File: src/rtl/gpio_irq_pkg.sv
package gpio_irq_pkg;

    localparam int DATA_W   = 32;
    localparam int ADDR_W   = 3;
    localparam int CODE_W   = 2;

    typedef enum logic [CODE_W-1:0] {
        SENSE_RISE = 2'd0,
        SENSE_FALL = 2'd1,
        SENSE_HIGH = 2'd2,
        SENSE_LOW  = 2'd3
    } sense_e;

    typedef enum logic [ADDR_W-1:0] {
        RA_SENSE_LO = 3'd0,
        RA_SENSE_HI = 3'd1,
        RA_INUSE    = 3'd2,
        RA_DIR      = 3'd3,
        RA_MASK     = 3'd4,
        RA_STATUS   = 3'd5
    } reg_addr_e;

    typedef struct packed {
        logic cur;
        logic prev;
    } pin_hist_t;

    function automatic logic sense_hit(sense_e code, pin_hist_t h);
        case (code)
            SENSE_RISE: return  h.cur && !h.prev;
            SENSE_FALL: return !h.cur &&  h.prev;
            SENSE_HIGH: return  h.cur;
            default:    return !h.cur;
        endcase
    endfunction

endpackage

File: src/rtl/gpio_sync.sv
module gpio_sync #(
    parameter int W      = 32,
    parameter int STAGES = 2
) (
    input  logic         clk,
    input  logic         rst,
    input  logic [W-1:0] d,
    output logic [W-1:0] q
);
    logic [W-1:0] stg [STAGES];

    always_ff @(posedge clk) begin
        if (rst) begin
            for (int i = 0; i < STAGES; i++) stg[i] <= '0;
        end else begin
            stg[0] <= d;
            for (int i = 1; i < STAGES; i++) stg[i] <= stg[i-1];
        end
    end

    assign q = stg[STAGES-1];
endmodule

File: src/rtl/gpio_sense_det.sv
module gpio_sense_det
    import gpio_irq_pkg::*;
#(
    parameter int NPINS = 32
) (
    input  logic              clk,
    input  logic              rst,
    input  logic [NPINS-1:0]  pin_s,
    input  logic [DATA_W-1:0] sense_lo,
    input  logic [DATA_W-1:0] sense_hi,
    input  logic [NPINS-1:0]  active,
    output logic [NPINS-1:0]  evt
);
    localparam int PER_WORD = DATA_W / CODE_W;

    logic [NPINS-1:0] prev_q;

    // previous value follows the pin whatever the code or activity
    always_ff @(posedge clk) begin
        if (rst) prev_q <= '0;
        else     prev_q <= pin_s;
    end

    for (genvar n = 0; n < NPINS; n++) begin : g_pin
        localparam int WSEL = n / PER_WORD;
        localparam int LSB  = CODE_W * (n % PER_WORD);
        sense_e    code;
        pin_hist_t hist;

        if (WSEL == 0) begin : g_lo
            assign code = sense_e'(sense_lo[LSB +: CODE_W]);
        end else begin : g_hi
            assign code = sense_e'(sense_hi[LSB +: CODE_W]);
        end

        assign hist   = '{cur: pin_s[n], prev: prev_q[n]};
        assign evt[n] = active[n] && sense_hit(code, hist);


        rise_evt_chk: assert property (@(posedge clk) disable iff (rst)
            (active[n] && code == SENSE_RISE && pin_s[n] && !prev_q[n]) |-> evt[n]);

        fall_quiet_chk: assert property (@(posedge clk) disable iff (rst)
            (code == SENSE_FALL && pin_s[n]) |-> !evt[n]);

        level_high_chk: assert property (@(posedge clk) disable iff (rst)
            (active[n] && code == SENSE_HIGH && pin_s[n]) |-> evt[n]);

        level_low_chk: assert property (@(posedge clk) disable iff (rst)
            (active[n] && code == SENSE_LOW && !pin_s[n]) |-> evt[n]);
    end
endmodule

File: src/rtl/gpio_irq_regs.sv
module gpio_irq_regs
    import gpio_irq_pkg::*;
#(
    parameter int NPINS = 32
) (
    input  logic              clk,
    input  logic              rst,
    input  logic              reg_wr,
    input  logic [ADDR_W-1:0] reg_addr,
    input  logic [DATA_W-1:0] reg_wdata,
    output logic [DATA_W-1:0] reg_rdata,
    input  logic [NPINS-1:0]  evt,
    output logic [DATA_W-1:0] sense_lo,
    output logic [DATA_W-1:0] sense_hi,
    output logic [NPINS-1:0]  active,
    output logic              irq_o
);
    reg_addr_e        addr;
    logic [DATA_W-1:0] sense_q [2];
    logic [NPINS-1:0] inuse_q, dir_q, mask_q, status_q, w1c;
    logic             mask_wr;

    assign addr    = reg_addr_e'(reg_addr);
    assign w1c     = (reg_wr && addr == RA_STATUS) ? reg_wdata[NPINS-1:0] : '0;
    assign mask_wr = reg_wr && addr == RA_MASK;

    always_ff @(posedge clk) begin
        if (rst) begin
            sense_q[0] <= '0;
            sense_q[1] <= '0;
            inuse_q    <= '0;
            dir_q      <= '0;
            mask_q     <= '0;
            status_q   <= '0;
        end else begin
            if (reg_wr) begin
                case (addr)
                    RA_SENSE_LO: sense_q[0] <= reg_wdata;
                    RA_SENSE_HI: sense_q[1] <= reg_wdata;
                    RA_INUSE:    inuse_q    <= reg_wdata[NPINS-1:0];
                    RA_DIR:      dir_q      <= reg_wdata[NPINS-1:0];
                    RA_MASK:     mask_q     <= reg_wdata[NPINS-1:0];
                    default:     ;
                endcase
            end
            // new events override a simultaneous clear
            status_q <= (status_q & ~w1c) | evt;
        end
    end

    always_comb begin
        reg_rdata = '0;
        case (addr)
            RA_SENSE_LO: reg_rdata = sense_q[0];
            RA_SENSE_HI: reg_rdata = sense_q[1];
            RA_INUSE:    reg_rdata[NPINS-1:0] = inuse_q;
            RA_DIR:      reg_rdata[NPINS-1:0] = dir_q;
            RA_MASK:     reg_rdata[NPINS-1:0] = mask_q;
            RA_STATUS:   reg_rdata[NPINS-1:0] = status_q;
            default:     reg_rdata = '0;
        endcase
    end

    assign sense_lo = sense_q[0];
    assign sense_hi = sense_q[1];
    assign active   = inuse_q & ~dir_q;
    assign irq_o    = |(status_q & mask_q);


    reset_clear_chk: assert property (@(posedge clk) disable iff (rst)
        $past(rst) |-> (mask_q == '0 && status_q == '0 && !irq_o));

    w1c_clear_chk: assert property (@(posedge clk) disable iff (rst)
        (w1c != '0) |=> ((status_q & $past(w1c & ~evt)) == '0));

    evt_wins_chk: assert property (@(posedge clk) disable iff (rst)
        (evt != '0) |=> ((status_q & $past(evt)) == $past(evt)));

    irq_follow_chk: assert property (@(posedge clk) disable iff (rst)
        ((|(evt & mask_q)) && !mask_wr) |=> irq_o);

    inactive_quiet_chk: assert property (@(posedge clk) disable iff (rst)
        1'b1 |=> ((status_q & ~$past(status_q) & ~$past(active)) == '0));
endmodule

File: src/rtl/gpio_port_irq.sv
module gpio_port_irq
    import gpio_irq_pkg::*;
#(
    parameter int NPINS       = 32,
    parameter int SYNC_STAGES = 2
) (
    input  logic              clk,
    input  logic              rst,
    input  logic [NPINS-1:0]  pin_i,
    input  logic              reg_wr,
    input  logic [ADDR_W-1:0] reg_addr,
    input  logic [DATA_W-1:0] reg_wdata,
    output logic [DATA_W-1:0] reg_rdata,
    output logic              irq_o
);
    logic [NPINS-1:0]  pin_s, evt, active;
    logic [DATA_W-1:0] sense_lo, sense_hi;

    gpio_sync #(.W(NPINS), .STAGES(SYNC_STAGES)) u_sync (
        .clk (clk),
        .rst (rst),
        .d   (pin_i),
        .q   (pin_s)
    );

    gpio_sense_det #(.NPINS(NPINS)) u_det (
        .clk      (clk),
        .rst      (rst),
        .pin_s    (pin_s),
        .sense_lo (sense_lo),
        .sense_hi (sense_hi),
        .active   (active),
        .evt      (evt)
    );

    gpio_irq_regs #(.NPINS(NPINS)) u_regs (
        .clk       (clk),
        .rst       (rst),
        .reg_wr    (reg_wr),
        .reg_addr  (reg_addr),
        .reg_wdata (reg_wdata),
        .reg_rdata (reg_rdata),
        .evt       (evt),
        .sense_lo  (sense_lo),
        .sense_hi  (sense_hi),
        .active    (active),
        .irq_o     (irq_o)
    );
endmodule

File: config.mk
export PLATFORM = sky130hd
export DESIGN_NAME = gpio_port_irq
export DESIGN_NICKNAME = d
export VERILOG_FILES = /design/src/rtl/gpio_irq_pkg.sv /design/src/rtl/gpio_sync.sv /design/src/rtl/gpio_sense_det.sv /design/src/rtl/gpio_irq_regs.sv /design/src/rtl/gpio_port_irq.sv
export SDC_FILE = /design/constraint.sdc
export NUM_CORES = 1
export LEC_CHECK = 0
export BUFFER_PORTS_ARGS = -buffer_cell sky130_fd_sc_hd__buf_2
export CAP_MARGIN = 20
export CORE_ASPECT_RATIO = 1.1
export CORE_MARGIN = 3
export CORE_UTILIZATION = 50
export CTS_CLUSTER_DIAMETER = 120
export DETAILED_ROUTE_END_ITERATION = 10
export GPL_TIMING_DRIVEN = 0
export PLACE_DENSITY_LB_ADDON = 0.15
export SLEW_MARGIN = 30
export SYNTH_ARGS = -nofsm -noshare
export SYNTH_HDL_FRONTEND = slang
export SYNTH_SLANG_ARGS = --single-unit
File: constraint.sdc
create_clock -name clk -period 6.1 [get_ports clk]
set_input_delay 1.83 -clock clk [delete_from_list [all_inputs] [get_ports clk]]
set_output_delay 1.83 -clock clk [all_outputs]
set_load 0.05 [all_outputs]
# --- Yosys cells after proc, flatten, opt, wreduce, memory -nomap -nowiden ---
# Memory sizes are Yosys's and may differ from the RTL's.
# Cells that the tools add are included.
op_classes:
  eq_ne: 69
  muxes: 49
  bitwise_logic: 10
  n_reduce_logical: 198
ops:
  columns: ["op", "count"]
  rows:
  - ["$pmux W32 S6", 1]
  - ["$mux W32", 5]
  - ["$logic_and A1 B1 Y1", 97]
  - ["$and A32 B32 Y32", 3]
  - ["$pmux W1 S3", 32]
  - ["$eq A2 B1 Y1 const B", 32]
  - ["$eq A2 B2 Y1 const B", 32]
  - ["$logic_not A1 Y1", 64]
  - ["$logic_not A2 Y1", 32]
  - ["$not A32 Y32", 2]
  - ["$or A32 B32 Y32", 1]
  - ["$reduce_or A32 Y1", 1]
  - ["$mux W1", 11]
  - ["$eq A3 B2 Y1 const B", 2]
  - ["$eq A3 B3 Y1 const B", 2]
  - ["$reduce_and A2 Y1", 3]
  - ["$or A1 B1 Y1", 4]
  - ["$eq A3 B1 Y1 const B", 1]
  - ["$logic_not A3 Y1", 1]
totals:
  register_bits: 160
  ram_bits: 128
  input_bits: 70
  output_inout_bits: 33
  word_cells: 333
  n_memories: 2
memory_table:
  columns: ["name", "depth", "width", "rd", "rd_ports_with_merged_regs", "wr", "line", "text"]
  rows:
  - ["u_regs.sense_q", 2, 32, 2, 0, 2, "gpio_irq_regs.sv:19", "logic [DATA_W-1:0] sense_q [2];"]
  - ["u_sync.stg", 2, 32, 2, 0, 2, "gpio_sync.sv:10", "logic [W-1:0] stg [STAGES];"]

# --- Logic depth before layout (Yosys ltp) ---
depth:
  ltp_word: 6
  mapped_depth: 6
  ltp_nobuf: 3

# --- By module ---
# From an unflattened synthesis, not the netlist that was laid out.
hier_totals:
  cells_unflattened: 1204
  hier_area_um2: 12238.0
by_module_without_submodules:
  columns: ["mod", "instances", "cells_per_inst", "area_per_inst_um2", "seq_area_each_um2"]
  rows:
  - ["gpio_irq_regs", 1, 874, 8343.0, 4484.3]
  - ["gpio_sync", 1, 167, 2158.3, 1281.2]
  - ["gpio_sense_det", 1, 163, 1736.7, 640.6]

# --- Worst setup path after synthesis ---
# Ideal clock, no wire load.
synth_timing:
  path_type: "input-to-output"
  start: "input port reg_addr[0]"
  end: "output port reg_rdata[31]"
  arrival_time_ns: 3.005
  required_time_ns: 4.270
  path_slack_ns: 1.265
  cell_stages: 6
  n_path_buf: 3
  cell_sequence: "buf_6 > and3b_1 > buf_2 > buf_2 > a22oi_1 > nand3_1"
synth_via:
  elab_chain_cells: 2
  elab_cells_between_ends: 7
  cone_classes: "eq/ne: 5; mux: 1; reduce/logical: 1"
synth_rtl:
  columns: ["element", "line", "text"]
  rows:
  - ["from (decl)", "gpio_port_irq.sv:11", "input logic [ADDR_W-1:0] reg_addr,"]
  - ["$eq A3 B3 Y1 (tied with other cells)", "gpio_irq_regs.sv:53", "case (addr)"]
  - ["$pmux W32 S6 (*)", "gpio_irq_regs.sv:53", null]
  - ["to (decl)", "gpio_port_irq.sv:13", "output logic [DATA_W-1:0] reg_rdata,"]
# Mark *: on every way between the ends. The rest lies on a longest branch, timed or not.

# --- Worst setup path after layout ---
layout_timing:
  start: "input port reg_addr[0]"
  end: "output port reg_rdata[10]"
# The elaborated chain is that of the path after synthesis.

==> impl_results.html <==
<table>
<tr><th>Metric</th><th>Value</th></tr>
<tr><th colspan="2">Synth</th></tr>
<tr><td>Yosys warning count</td><td>0</td></tr>
<tr><td>Most frequent cells after synthesis</td><td>sky130_fd_sc_hd__dfxtp_1, sky130_fd_sc_hd__nand2_1, sky130_fd_sc_hd__nor2b_1</td></tr>
<tr><td>Leading cell types by total area after synthesis</td><td>sky130_fd_sc_hd__dfxtp_1, sky130_fd_sc_hd__edfxtp_1, sky130_fd_sc_hd__a22oi_1, sky130_fd_sc_hd__nor2b_1, sky130_fd_sc_hd__nand2_1</td></tr>
<tr><td>Area share of the largest cell type after synthesis</td><td>a little under two fifths</td></tr>
<tr><td>Mapped Cells</td><td>roughly 1200</td></tr>
<tr><td>Primary FF master, synth</td><td>sky130_fd_sc_hd__dfxtp_1</td></tr>
<tr><td>Post-synthesis net count</td><td>~1300</td></tr>
<tr><td>Seq/Total Area, Yosys</td><td>about 54%</td></tr>
<tr><td>Most repeated cell in the gate-level netlist after synthesis</td><td>sky130_fd_sc_hd__dfxtp_1</td></tr>
<tr><td>Post-synthesis register bit count</td><td>between 200 and 300</td></tr>
<tr><td>Number of distinct library cell variants in the gate-level netlist after synthesis</td><td>39</td></tr>
<tr><td>Netlist area before placement</td><td>between 10000 and 15000 um2</td></tr>
<tr><td>Avg Cell Area, Syn</td><td>9.67 um2</td></tr>
<tr><td>Top cell type by total area after synthesis</td><td>sky130_fd_sc_hd__dfxtp_1</td></tr>
<tr><td>EDFF count, synth</td><td>64</td></tr>
<tr><td>Share of flip-flops with an asynchronous set or reset after synthesis</td><td>0%</td></tr>
<tr><th colspan="2">Power and ir drop</th></tr>
<tr><td>Share of power burned in combinational logic</td><td>roughly 8.3%</td></tr>
<tr><td>Cell-internal power</td><td>3350 uW</td></tr>
<tr><td>Largest voltage drop on the vdd net</td><td>0.272 mV</td></tr>
<tr><td>Leakage Power</td><td>0.00526 uW</td></tr>
<tr><td>Switching power total</td><td>roughly 1100 uW</td></tr>
<tr><td>Flop pwr share</td><td>around 47%</td></tr>
<tr><td>Total power per unit cell area</td><td>318 nW/um2</td></tr>
<tr><td>Power after layout</td><td>4440 uW</td></tr>
<tr><td>Switching part of the total power</td><td>24.4%</td></tr>
<tr><td>Clock network fraction of design power</td><td>between 40% and 50%</td></tr>
<tr><th colspan="2">Global routing</th></tr>
<tr><td>Pin count of the biggest net entering global routing</td><td>22</td></tr>
<tr><td>Number of global-route vias before repair</td><td>slightly above 9000</td></tr>
<tr><td>Global-route wire length before repair</td><td>~58000 um</td></tr>
<tr><td>GR Overflow Total</td><td>0</td></tr>
<tr><td>Number of antenna violations at the first check in global routing</td><td>0</td></tr>
<tr><td>Overall routing resource usage</td><td>between 20% and 30%</td></tr>
<tr><th colspan="2">Floorplanning</th></tr>
<tr><td>Die height</td><td>around 170 um</td></tr>
<tr><td>Die area</td><td>roughly 26000 um2</td></tr>
<tr><td>Standard-cell row count</td><td>58</td></tr>
<tr><td>Effective utilization at floorplan</td><td>slightly above 50%</td></tr>
<tr><td>Number of top-level pins</td><td>just over 100</td></tr>
<tr><td>Placeable core area</td><td>roughly 23000 um2</td></tr>
<tr><td>Chip width</td><td>~150 um</td></tr>
<tr><th colspan="2">Routing</th></tr>
<tr><td>Detailed-router iteration count before antenna repair</td><td>5</td></tr>
<tr><td>Sum of routed wire length over all layers</td><td>39400 um</td></tr>
<tr><td>Detailed-route via count</td><td>10000</td></tr>
<tr><td>Antenna viol nets, final</td><td>0</td></tr>
<tr><td>Vias per inst</td><td>slightly below 6</td></tr>
<tr><td>Routed len/inst</td><td>between 20 and 25 um</td></tr>
<tr><td>Iter 0 DRT Violations</td><td>approximately 1200</td></tr>
<tr><td>DRC</td><td>0</td></tr>
<tr><th colspan="2">Finish</th></tr>
<tr><td>Relative area change from synthesis to final layout</td><td>16.8%</td></tr>
<tr><td>Ratio of cells with drive above 1 in the final layout</td><td>19.9%</td></tr>
<tr><td>Post-layout nets</td><td>roughly 1400</td></tr>
<tr><td>Final design utilization</td><td>60.1%</td></tr>
<tr><td>ANT cells</td><td>0</td></tr>
<tr><th colspan="2">Critical path</th></tr>
<tr><td>Biggest fanout along the worst timing path</td><td>10</td></tr>
<tr><td>Critical Path End Type</td><td>primary output</td></tr>
<tr><td>Critical Path RT</td><td>between 4 and 5 ns</td></tr>
<tr><td>Critical path start-end classification</td><td>input port to primary output</td></tr>
<tr><td>Arrival time reported for the critical path endpoint</td><td>about 4 ns</td></tr>
<tr><td>Type of origin of the critical path</td><td>input port</td></tr>
<tr><th colspan="2">STA</th></tr>
<tr><td>Total negative slack for setup checks</td><td>0 ns</td></tr>
<tr><td>Final worst setup slack</td><td>between 0.3 and 0.4 ns</td></tr>
<tr><td>Slew of the pin with the lowest slew margin</td><td>just under 1 ns</td></tr>
<tr><td>Total count of hold-check failures in the final report</td><td>0</td></tr>
<tr><td>Max-slew headroom</td><td>between 30% and 40%</td></tr>
<tr><td>Total count of max-transition violations in the final report</td><td>0</td></tr>
<tr><td>Unrepaired setup endpoints after global routing</td><td>no</td></tr>
<tr><td>Fmax</td><td>roughly 170 MHz</td></tr>
<tr><td>Maximum clock skew at final layout</td><td>about 0.0073 ns</td></tr>
<tr><td>Min Clock Period, post-route</td><td>5.75 ns</td></tr>
<tr><td>Portion of the clock cycle consumed by the worst path in the final layout</td><td>between 90% and 100%</td></tr>
<tr><td>Number of setup violations in the final report</td><td>0</td></tr>
<tr><td>Hold slack</td><td>between 0.4 and 0.5 ns</td></tr>
<tr><th colspan="2">Clocking</th></tr>
<tr><td>CTS tree</td><td>done</td></tr>
<tr><td>Count of clock tree sinks</td><td>~290</td></tr>
<tr><td>Total of cells resized after clock tree synthesis</td><td>0</td></tr>
<tr><td>Maximum root-to-sink buffer count</td><td>3</td></tr>
<tr><td>Clock buffer count from CTS</td><td>30</td></tr>
<tr><td>Clock Latency Late Sink</td><td>0.56 ns</td></tr>
<tr><td>H-tree depth</td><td>1</td></tr>
<tr><td>Number of buffers inserted by post-CTS setup repair</td><td>0</td></tr>
<tr><td>Root Buffer</td><td>sky130_fd_sc_hd__clkbuf_16</td></tr>
<tr><td>Hold-fix buffer count after cts</td><td>0</td></tr>
<tr><td>Clock-pin slew on the worst setup and hold paths</td><td>0.06 ns</td></tr>
<tr><th colspan="2">Status</th></tr>
<tr><td>Result of the run</td><td>completed</td></tr>
<tr><th colspan="2">Placed design</th></tr>
<tr><td>Number of buffer cells added on primary ports</td><td>100</td></tr>
<tr><td>Worst setup slack after placement</td><td>approximately 0.46 ns</td></tr>
<tr><td>Final GP Congestion</td><td>0.924</td></tr>
<tr><td>Half-perimeter wire length after placement</td><td>27500 um</td></tr>
<tr><th colspan="2">Job</th></tr>
<tr><td>Max-cap violation count</td><td>0</td></tr>
<tr><th colspan="2">Hold path</th></tr>
<tr><td>Hold WC Path Type</td><td>flip-flop to flip-flop</td></tr>
</table>
sequential cells by signal, indices dropped and copies added (netlist names):
signal	count
u_regs.inuse_q	32
u_regs.status_q	32
u_regs.sense_q	64
u_regs.dir_q	32
u_sync.stg	64
u_det.prev_q	32
u_regs.mask_q	32
cell families after synthesis:
group           Yosys count  synth area share [%]
simple gates            555                  24.4
compound gates          304                  17.4
xor+xnor                  4                 0.293
buf+inv                  85                  4.34
flops                   288                  53.6
cell usage in the layout (no fill, tap or decap), types with 3 or more instances in the layout:
cell and n:
sky130_fd_sc_hd__nand2_1 193, sky130_fd_sc_hd__nor2b_1 126, sky130_fd_sc_hd__and2_1 32, sky130_fd_sc_hd__clkbuf_16 31, sky130_fd_sc_hd__bufinv_16 5, sky130_fd_sc_hd__clkinv_2 6, sky130_fd_sc_hd__clkinv_4 3, sky130_fd_sc_hd__a21oi_1 96
sky130_fd_sc_hd__buf_1 4, sky130_fd_sc_hd__clkbuf_8 6, sky130_fd_sc_hd__a31o_2 26, sky130_fd_sc_hd__buf_6 17, sky130_fd_sc_hd__nand3_1 32, sky130_fd_sc_hd__nand2b_1 90, sky130_fd_sc_hd__buf_4 8, sky130_fd_sc_hd__clkbuf_2 3
sky130_fd_sc_hd__a22oi_1 112, sky130_fd_sc_hd__a31o_1 4, sky130_fd_sc_hd__xnor2_1 3, sky130_fd_sc_hd__buf_2 131, sky130_fd_sc_hd__edfxtp_1 64, sky130_fd_sc_hd__clkbuf_1 24, sky130_fd_sc_hd__nand4_1 4, sky130_fd_sc_hd__dfxtp_1 224
sky130_fd_sc_hd__nor3b_4 3, sky130_fd_sc_hd__a21oi_2 30, sky130_fd_sc_hd__o22ai_1 30, sky130_fd_sc_hd__nor2_1 62
power groups by stage:
stage / Sequential [uW] / Combinational (uW) / Clock, uW
after detailed placement: 2120 / 361 / 0
after CTS: 2080 / 363 / 2000
after floorplan: 2090 / 222 / 0
final: 2080 / 367 / 1990
after global placement: 2120 / 353 / 0
after global routing: 2090 / 388 / 2100
metal layers:
layer | GRT usage, % | routed length, um
met1 | 40.7 | 15800
met2 | 46.4 | 17700
met3 | 6.25 | 4100
met4 | 11.8 | 1860
met5 | 0 | 0
stage by stage:
| stage | instance area, um2 | instances |
|---|---|---|
| floorplan | 12000 | 1236 |
| global placement | 12800 | 1636 |
| detailed placement | 12900 | 1638 |
| CTS | 14000 | 1694 |
| global route | 14000 | 1694 |
| finish | 14000 | 1694 |
worst max-delay path: stages:
cell and delay, ns:
sky130_fd_sc_hd__buf_2 0.11, sky130_fd_sc_hd__buf_6 0.17, sky130_fd_sc_hd__nor3b_4 0.57, sky130_fd_sc_hd__buf_2 0.53, sky130_fd_sc_hd__a22oi_1 0.23, sky130_fd_sc_hd__nand3_1 0.18
sky130_fd_sc_hd__buf_2 0.29
path summary, 6_finish.rpt:
kind                          from                 end  slack [ns]  cells after the start
max reg2reg  u_regs.sense_q[0][12]  u_regs.status_q[6]        4.79                      3
max                    reg_addr[0]       reg_rdata[10]        0.35                      7
min reg2reg      u_sync.stg[0][22]   u_sync.stg[0][54]        0.43                      1
min              u_sync.stg[0][22]   u_sync.stg[0][54]        0.43                      1
final cells by class:
| type | instances | area, um2 |
|---|---|---|
| timing repair buffer | 102 | 541 |
| fill | 2040 | 9260 |
| clock buffer | 41 | 873 |
| buffer | 83 | 512 |
| inverter | 2 | 7.51 |
| multi-input combinational | 863 | 5030 |
| sequential | 288 | 6410 |
| clock inverter | 15 | 214 |
| tap | 300 | 375 |
Note: power is estimated with default switching activity, not from simulation.
